[src/rtl/xtp_pkg.sv]
package xtp_pkg;

    typedef enum logic [0:0] {
        PF_IDLE  = 1'b0,
        PF_ISSUE = 1'b1
    } pf_state_e;

endpackage

[src/rtl/xtp_pbuf.sv]
// Shared, fully associative translation buffer with in-place update,
// empty-first placement and round-robin replacement.
module xtp_pbuf #(
    parameter int SID_W   = 4,
    parameter int PAGE_W  = 20,
    parameter int PHYS_W  = 24,
    parameter int ENTRIES = 8,
    localparam int IDX_W  = $clog2(ENTRIES)
) (
    input  logic              clk,
    input  logic              rst_n,
    input  logic [SID_W-1:0]  lk_sid,
    input  logic [PAGE_W-1:0] lk_page,
    output logic              lk_hit,
    output logic [PHYS_W-1:0] lk_phys,
    input  logic              fl_valid,
    input  logic [SID_W-1:0]  fl_sid,
    input  logic [PAGE_W-1:0] fl_page,
    input  logic [PHYS_W-1:0] fl_phys
);

    logic [ENTRIES-1:0] ent_v;
    logic [SID_W-1:0]   ent_sid  [ENTRIES];
    logic [PAGE_W-1:0]  ent_page [ENTRIES];
    logic [PHYS_W-1:0]  ent_phys [ENTRIES];
    logic [IDX_W-1:0]   rr_ptr;

    logic [ENTRIES-1:0] lk_match;
    logic [ENTRIES-1:0] fl_match;

    for (genvar g = 0; g < ENTRIES; g++) begin : g_cmp
        assign lk_match[g] = ent_v[g] && (ent_sid[g] == lk_sid) && (ent_page[g] == lk_page);
        assign fl_match[g] = ent_v[g] && (ent_sid[g] == fl_sid) && (ent_page[g] == fl_page);
    end

    // Read side: keys are unique, so an OR of masked data is enough.
    always_comb begin
        lk_phys = '0;
        for (int i = 0; i < ENTRIES; i++) begin
            if (lk_match[i]) lk_phys = lk_phys | ent_phys[i];
        end
        lk_hit = |lk_match;
    end

    // Placement: existing key, else lowest empty, else round-robin victim.
    logic [IDX_W-1:0] slot;
    logic             dup_found;
    logic             empty_found;
    logic             use_rr;

    always_comb begin
        slot        = rr_ptr;
        dup_found   = 1'b0;
        empty_found = 1'b0;
        for (int i = 0; i < ENTRIES; i++) begin
            if (!dup_found && fl_match[i]) begin
                slot      = IDX_W'(i);
                dup_found = 1'b1;
            end
        end
        if (!dup_found) begin
            for (int i = 0; i < ENTRIES; i++) begin
                if (!empty_found && !ent_v[i]) begin
                    slot        = IDX_W'(i);
                    empty_found = 1'b1;
                end
            end
        end
        use_rr = !dup_found && !empty_found;
    end

    always_ff @(posedge clk) begin
        if (!rst_n) begin
            ent_v  <= '0;
            rr_ptr <= '0;
        end else if (fl_valid) begin
            ent_v[slot] <= 1'b1;
            if (use_rr) begin
                rr_ptr <= (rr_ptr == IDX_W'(ENTRIES - 1)) ? '0 : rr_ptr + 1'b1;
            end
        end
    end

    always_ff @(posedge clk) begin
        if (fl_valid) begin
            ent_sid[slot]  <= fl_sid;
            ent_page[slot] <= fl_page;
            ent_phys[slot] <= fl_phys;
        end
    end

endmodule

[src/rtl/xtp_predictor.sv]
// Next-tenant predictor: circular source-ID log, direct-mapped table,
// programmable history distance. HIST_MAX must be a power of two.
module xtp_predictor #(
    parameter int SID_W    = 4,
    parameter int HIST_MAX = 64,
    parameter int HIST_DEF = 48,
    localparam int NUM_SID = 1 << SID_W,
    localparam int PTR_W   = $clog2(HIST_MAX),
    localparam int LEN_W   = $clog2(HIST_MAX + 1)
) (
    input  logic             clk,
    input  logic             rst_n,
    input  logic             rq_valid,
    input  logic [SID_W-1:0] rq_sid,
    input  logic             hl_we,
    input  logic [LEN_W-1:0] hl_din,
    output logic             pr_valid,
    output logic [SID_W-1:0] pr_sid
);

    logic [LEN_W-1:0] hl_q;
    logic [LEN_W-1:0] hl_clamped;
    logic [SID_W-1:0] log_mem [HIST_MAX];
    logic [PTR_W-1:0] wptr;
    logic [LEN_W-1:0] seen;
    logic [NUM_SID-1:0] tbl_v;
    logic [SID_W-1:0]   tbl_s [NUM_SID];

    logic [PTR_W-1:0] old_idx;
    logic [SID_W-1:0] old_sid;
    logic             train;

    always_comb begin
        if (hl_din == '0)                       hl_clamped = LEN_W'(1);
        else if (hl_din > LEN_W'(HIST_MAX))     hl_clamped = LEN_W'(HIST_MAX);
        else                                    hl_clamped = hl_din;
    end

    // A distance equal to HIST_MAX wraps onto wptr, the oldest slot.
    assign old_idx  = wptr - hl_q[PTR_W-1:0];
    assign old_sid  = log_mem[old_idx];
    assign train    = rq_valid && (seen >= hl_q);
    assign pr_valid = tbl_v[rq_sid];
    assign pr_sid   = tbl_s[rq_sid];

    always_ff @(posedge clk) begin
        if (!rst_n) begin
            hl_q  <= LEN_W'(HIST_DEF);
            wptr  <= '0;
            seen  <= '0;
            tbl_v <= '0;
        end else begin
            if (hl_we) hl_q <= hl_clamped;
            if (rq_valid) begin
                wptr <= wptr + 1'b1;
                if (seen != LEN_W'(HIST_MAX)) seen <= seen + 1'b1;
            end
            if (train) tbl_v[old_sid] <= 1'b1;
        end
    end

    always_ff @(posedge clk) begin
        if (rq_valid) log_mem[wptr] <= rq_sid;
        if (train)    tbl_s[old_sid] <= rq_sid;
    end

endmodule

[src/rtl/xtp_issue.sv]
// Prefetch issue machine with per-tenant outstanding tracking.
module xtp_issue
    import xtp_pkg::*;
#(
    parameter int SID_W    = 4,
    localparam int NUM_SID = 1 << SID_W
) (
    input  logic             clk,
    input  logic             rst_n,
    input  logic             trig,
    input  logic [SID_W-1:0] trig_sid,
    input  logic             rel,
    input  logic [SID_W-1:0] rel_sid,
    input  logic             pf_ready,
    output logic             pf_valid,
    output logic [SID_W-1:0] pf_sid
);

    pf_state_e        state_q;
    pf_state_e        state_d;
    logic [SID_W-1:0] sid_q;
    logic [NUM_SID-1:0] busy_q;
    logic             accept;

    assign accept = (state_q == PF_IDLE) && trig && !busy_q[trig_sid];

    always_comb begin
        state_d = state_q;
        unique case (state_q)
            PF_IDLE:  if (accept)   state_d = PF_ISSUE;
            PF_ISSUE: if (pf_ready) state_d = PF_IDLE;
            default:                state_d = PF_IDLE;
        endcase
    end

    always_ff @(posedge clk) begin
        if (!rst_n) state_q <= PF_IDLE;
        else        state_q <= state_d;
    end

    always_ff @(posedge clk) begin
        if (!rst_n) begin
            sid_q  <= '0;
            busy_q <= '0;
        end else begin
            if (rel)    busy_q[rel_sid]  <= 1'b0;
            if (accept) begin
                busy_q[trig_sid] <= 1'b1;
                sid_q            <= trig_sid;
            end
        end
    end

    always_comb begin
        pf_valid = (state_q == PF_ISSUE);
        pf_sid   = sid_q;
    end

endmodule

[src/rtl/xtenant_pf_unit.sv]
module xtenant_pf_unit #(
    parameter int SID_W    = 4,
    parameter int PAGE_W   = 20,
    parameter int PHYS_W   = 24,
    parameter int ENTRIES  = 8,
    parameter int HIST_MAX = 64,
    parameter int HIST_DEF = 48,
    localparam int LEN_W   = $clog2(HIST_MAX + 1)
) (
    input  logic              clk,
    input  logic              rst_n,
    input  logic              req_valid,
    input  logic [SID_W-1:0]  req_sid,
    input  logic [PAGE_W-1:0] req_page,
    input  logic              hist_len_we,
    input  logic [LEN_W-1:0]  hist_len_din,
    input  logic              fill_valid,
    input  logic [SID_W-1:0]  fill_sid,
    input  logic [PAGE_W-1:0] fill_page,
    input  logic [PHYS_W-1:0] fill_phys,
    input  logic              fill_last,
    output logic              hit_valid,
    output logic [PHYS_W-1:0] hit_phys,
    output logic              miss,
    output logic              pf_req_valid,
    output logic [SID_W-1:0]  pf_req_sid,
    input  logic              pf_req_ready
);

    logic              lk_hit;
    logic [PHYS_W-1:0] lk_phys;
    logic              pr_valid;
    logic [SID_W-1:0]  pr_sid;
    logic              trig;

    xtp_pbuf #(
        .SID_W   (SID_W),
        .PAGE_W  (PAGE_W),
        .PHYS_W  (PHYS_W),
        .ENTRIES (ENTRIES)
    ) u_pbuf (
        .clk      (clk),
        .rst_n    (rst_n),
        .lk_sid   (req_sid),
        .lk_page  (req_page),
        .lk_hit   (lk_hit),
        .lk_phys  (lk_phys),
        .fl_valid (fill_valid),
        .fl_sid   (fill_sid),
        .fl_page  (fill_page),
        .fl_phys  (fill_phys)
    );

    xtp_predictor #(
        .SID_W    (SID_W),
        .HIST_MAX (HIST_MAX),
        .HIST_DEF (HIST_DEF)
    ) u_pred (
        .clk      (clk),
        .rst_n    (rst_n),
        .rq_valid (req_valid),
        .rq_sid   (req_sid),
        .hl_we    (hist_len_we),
        .hl_din   (hist_len_din),
        .pr_valid (pr_valid),
        .pr_sid   (pr_sid)
    );

    assign trig = req_valid && !lk_hit && pr_valid;

    xtp_issue #(
        .SID_W (SID_W)
    ) u_issue (
        .clk      (clk),
        .rst_n    (rst_n),
        .trig     (trig),
        .trig_sid (pr_sid),
        .rel      (fill_valid && fill_last),
        .rel_sid  (fill_sid),
        .pf_ready (pf_req_ready),
        .pf_valid (pf_req_valid),
        .pf_sid   (pf_req_sid)
    );

    always_ff @(posedge clk) begin
        if (!rst_n) begin
            hit_valid <= 1'b0;
            miss      <= 1'b0;
            hit_phys  <= '0;
        end else begin
            hit_valid <= req_valid && lk_hit;
            miss      <= req_valid && !lk_hit;
            hit_phys  <= lk_hit ? lk_phys : '0;
        end
    end

endmodule

[config.mk]
export PLATFORM = sky130hd
export DESIGN_NAME = xtenant_pf_unit
export DESIGN_NICKNAME = d
export VERILOG_FILES = /design/src/rtl/xtp_pkg.sv /design/src/rtl/xtp_pbuf.sv /design/src/rtl/xtp_predictor.sv /design/src/rtl/xtp_issue.sv /design/src/rtl/xtenant_pf_unit.sv
export SDC_FILE = /design/constraint.sdc
export NUM_CORES = 1
export LEC_CHECK = 0
export BUFFER_PORTS_ARGS = -buffer_cell sky130_fd_sc_hd__buf_2
export CORE_MARGIN = 10
export CORE_UTILIZATION = 45
export DETAILED_ROUTE_END_ITERATION = 16
export PLACE_DENSITY = 0.71
export SLEW_MARGIN = 40
export SYNTH_ARGS = -nofsm -noshare
export SYNTH_HDL_FRONTEND = slang
export SYNTH_SLANG_ARGS = --single-unit
[constraint.sdc]
create_clock -name clk -period 6.6 [get_ports clk]
set_input_delay 1.32 -clock clk [delete_from_list [all_inputs] [get_ports clk]]
set_output_delay 1.32 -clock clk [all_outputs]
set_load 0.02 [all_outputs]
==> flow_summary.json <==
{
  "slew_violations": 0,
  "critPathCapture": "u_pred.tbl_s[12][2]$_DFFE_PP_",
  "yosysWarnings": 0,
  "ys_ff_latch": 798,
  "die_y_um": 296,
  "clock-sinks": 798,
  "syn-num-nets": 2284,
  "crit_fanout": 28,
  "ys_seq_area_frac": 0.673,
  "timing.setup.tns_ns": 0,
  "fin_cells": 3356,
  "synth_top_area_cell": "edfxtp_1",
  "cp_slowest_cell": "fa_2",
  "netlist_area_um2": 34200,
  "wl_met1_um": 37000,
  "grt_pass1_wl_um": 131000,
  "rsz0062_at_grt": "false",
  "cts_buffers": 82,
  "firstDrtPassIters": 7,
  "timing.rr.start": "u_pred.wptr[0]$_SDFFE_PN0P_",
  "synthTopCellsByArea": "edfxtp_1 (62%), mux4_2 (6.3%), dfxtp_1 (5.5%)",
  "clk_path_buf_depth": 3,
  "path_buf_inv": 2,
  "ff2ff_path_depth": 12,
  "r2r_end": "u_pred.tbl_s[12][2]$_DFFE_PP_",
  "clk_latency_ns": 0.64,
  "post-route-drc-count": 0,
  "synth.avg_cell_area_um2": 15.7,
  "yosys_most_used_dff": "edfxtp_1",
  "fp-row-count": 101,
  "drive_gt1_frac": 0.182,
  "cts_tree": "built",
  "power.density_nw_per_um2": 287,
  "peakVddDrop_uv": 193,
  "setup_viol": 0,
  "ctsResizeCount": 0,
  "dp_cells": 3200,
  "clkSlewWorstSetupHoldPaths_ns": 0.06,
  "grt_pass1_vias": 20400,
  "routabilityCongestion": 0.941,
  "cp.depth": 12,
  "ys_top_cells_by_count": "edfxtp_1 (704), xnor2_1 (201), xor2_1 (192)",
  "synthToLayoutAreaGrowth_pct": 13.0,
  "port-buffer-count": 116,
  "vias": 19900,
  "cp-startpoint": "u_pred.wptr[0]$_SDFFE_PN0P_",
  "io_pins": 117,
  "period_minus_slack_ns": 5.16,
  "core_um2": 75700,
  "regToRegSetupSlack_ns": 1.44,
  "fill_cells": 6078,
  "finalClockSkew_ns": 0.0427,
  "grt_max_degree": 68,
  "yosysMostFrequentCell": "edfxtp_1",
  "crit_type": "flip-flop to flip-flop",
  "synth_edf_count": 704,
  "routed.top_layer": "met5",
  "overflow": 0,
  "wl_met3_um": 7760,
  "crit_path_start_kind": "flip-flop",
  "synth_top_area_frac": 0.618,
  "post_cts_buffers": 0,
  "start_util": 0.452,
  "outcome": "complete, no violations",
  "ant_nets": 0,
  "die_w_um": 296,
  "synthDistinctLibCells": 75,
  "drv_cap": 0,
  "hpwl_um": 56700,
  "synth-async-reset-ratio": 0,
  "htreeDepth": 3,
  "worst_pin_slew_ns": 0.929,
  "wl_met2_um": 41600,
  "cts_root_buf": "clkbuf_16",
  "cp.required_ns": 6.86,
  "crit_family": "adder cells",
  "hold_class": "flip-flop to flip-flop",
  "cts_hold_buf": 0,
  "fmax_ghz": 0.194,
  "antenna_found_initial": 6,
  "initialDrtViolationCount": 2244,
  "hold_viol": 0,
  "grt.total_usage": 0.200,
  "wirelength_um": 88700,
  "slew_headroom": 0.375,
  "crit_path_end_kind": "flip-flop",
  "die-area_um2": 87500,
  "cp.arrival_ns": 5.43,
  "viasPerCell": 5.94,
  "power_leakage_nw": 12.4,
  "wl_per_cell_um": 26.4,
  "postSynthCellCount": 2180,
  "nets": 2411,
  "cp_cell_sequence": "inv_1 > ha_4 > inv_1 > fa_2 > mux4_2 > and2_1 > a2111oi_0 > a31oi_1 > mux2_2 > mux2_2 > a211oi_2 > nor2b_1",
  "min_period_over_period": 0.782,
  "slowest_delay_ns": 1.04
}
[cells in the final DEF, fill, tap and decap left out, types with 27 or more instances in the layout]
cell,n
o21ai_0,30
nor2_1,92
mux4_2,96
xnor2_1,199
a22oi_1,52
nand4_1,66
nand3_1,39
mux2i_1,27
a31oi_1,28
nand2_1,74
xor2_1,192
edfxtp_1,704
clkbuf_16,82
nor4_1,46
buf_2,112
dfxtp_1,94
buf_4,42
[where the power goes]
group	internal, W	total (W)	switching (W)	leakage (nW)
Sequential	0.00553	0.00556	0.0000295	7.13
Clock	0.00264	0.00464	0.00199	1.31
Combinational	0.000341	0.000881	0.000540	3.94
[layout make-up]
| class | instances | area [um^2] | area share |
|---|---|---|---|
| timing repair buffer | 158 | 947 | 0.0245 |
| clock buffer | 95 | 2110 | 0.0546 |
| clock inverter | 59 | 624 | 0.0161 |
| inverter | 18 | 68.8 | 0.00178 |
| antenna | 1 | 2.50 | 0.0000647 |
| multi-input combinational | 1249 | 10700 | 0.276 |
| tap | 978 | 1220 | 0.0316 |
| sequential | 798 | 23000 | 0.595 |
[through the flow]
stage | setup WS [ns] | hold WS, ns | util | total power (W) | instance area, um^2
floorplan | 0.693 | 0.435 | - | 0.00623 | 34200
global placement | 1.42 | 0.441 | 0.474 | 0.00653 | 35900
detailed placement | 1.31 | 0.453 | 0.474 | 0.00655 | 35900
CTS | 1.45 | 0.468 | 0.510 | 0.0111 | 38600
global route | 1.16 | 0.484 | 0.511 | 0.0114 | 38700
finish | 1.44 | 0.469 | 0.511 | 0.0111 | 38700
[flip-flops by register name, summed over array words and instances (netlist names), 8 cells and up]
| name | cells |
|---|---|
| u_pbuf.ent_page | 160 |
| u_pred.tbl_s | 64 |
| u_pred.tbl_v | 16 |
| u_pbuf.ent_v | 8 |
| u_pbuf.ent_sid | 32 |
| u_pred.log_mem | 256 |
| hit_phys | 24 |
| u_issue.busy_q | 16 |
| u_pbuf.ent_phys | 192 |
[worst reg2reg max path: cells and delay by family, from the launching register on]
kind	cells	cell delay, ns
compound gates	3	1.16
fa+ha+maj	2	1.19
buf+inv	2	0.27
flops	1	0.54
mux	3	1.01
simple gates	2	0.62
[worst min-delay path by stage]
stage          slack [ns]  cells past startpoint                          start                             to
2_1_floorplan        0.44                      1  u_pred.tbl_v[10]$_SDFFE_PN0P_  u_pred.tbl_v[10]$_SDFFE_PN0P_
3_3_place_gp         0.44                      1  u_pred.tbl_v[11]$_SDFFE_PN0P_  u_pred.tbl_v[11]$_SDFFE_PN0P_
3_5_place_dp         0.45                      1   u_pred.tbl_v[2]$_SDFFE_PN0P_   u_pred.tbl_v[2]$_SDFFE_PN0P_
4_1_cts              0.47                      1   u_pred.tbl_v[5]$_SDFFE_PN0P_   u_pred.tbl_v[5]$_SDFFE_PN0P_
5_1_grt              0.48                      1  u_pred.tbl_v[10]$_SDFFE_PN0P_  u_pred.tbl_v[10]$_SDFFE_PN0P_
6_report             0.47                      1  u_pred.tbl_v[15]$_SDFFE_PN0P_  u_pred.tbl_v[15]$_SDFFE_PN0P_
[routing by layer]
metal | GRT usage | up-vias
met1 | 0.274 | 10100
met3 | 0.0412 | 169
met4 | 0.0593 | 8
met2 | 0.318 | 959
met5 | 0 | -
li1 | - | 8684
[cell families (layout without fill, tap and decap cells)]
group,after synthesis,after routing,share of synthesized area
XOR/XNOR,395,395,0.102
buffers and inverters,133,330,0.0193
flip-flops,798,798,0.673
AO/OA/AOI/OAI,250,250,0.0533
other,0,1,0
multiplexers,127,127,0.0724
adder cells (fa/ha/maj),18,18,0.00680
AND/OR/NAND/NOR,459,459,0.0738
Note: power is estimated with default switching activity, not from simulation.
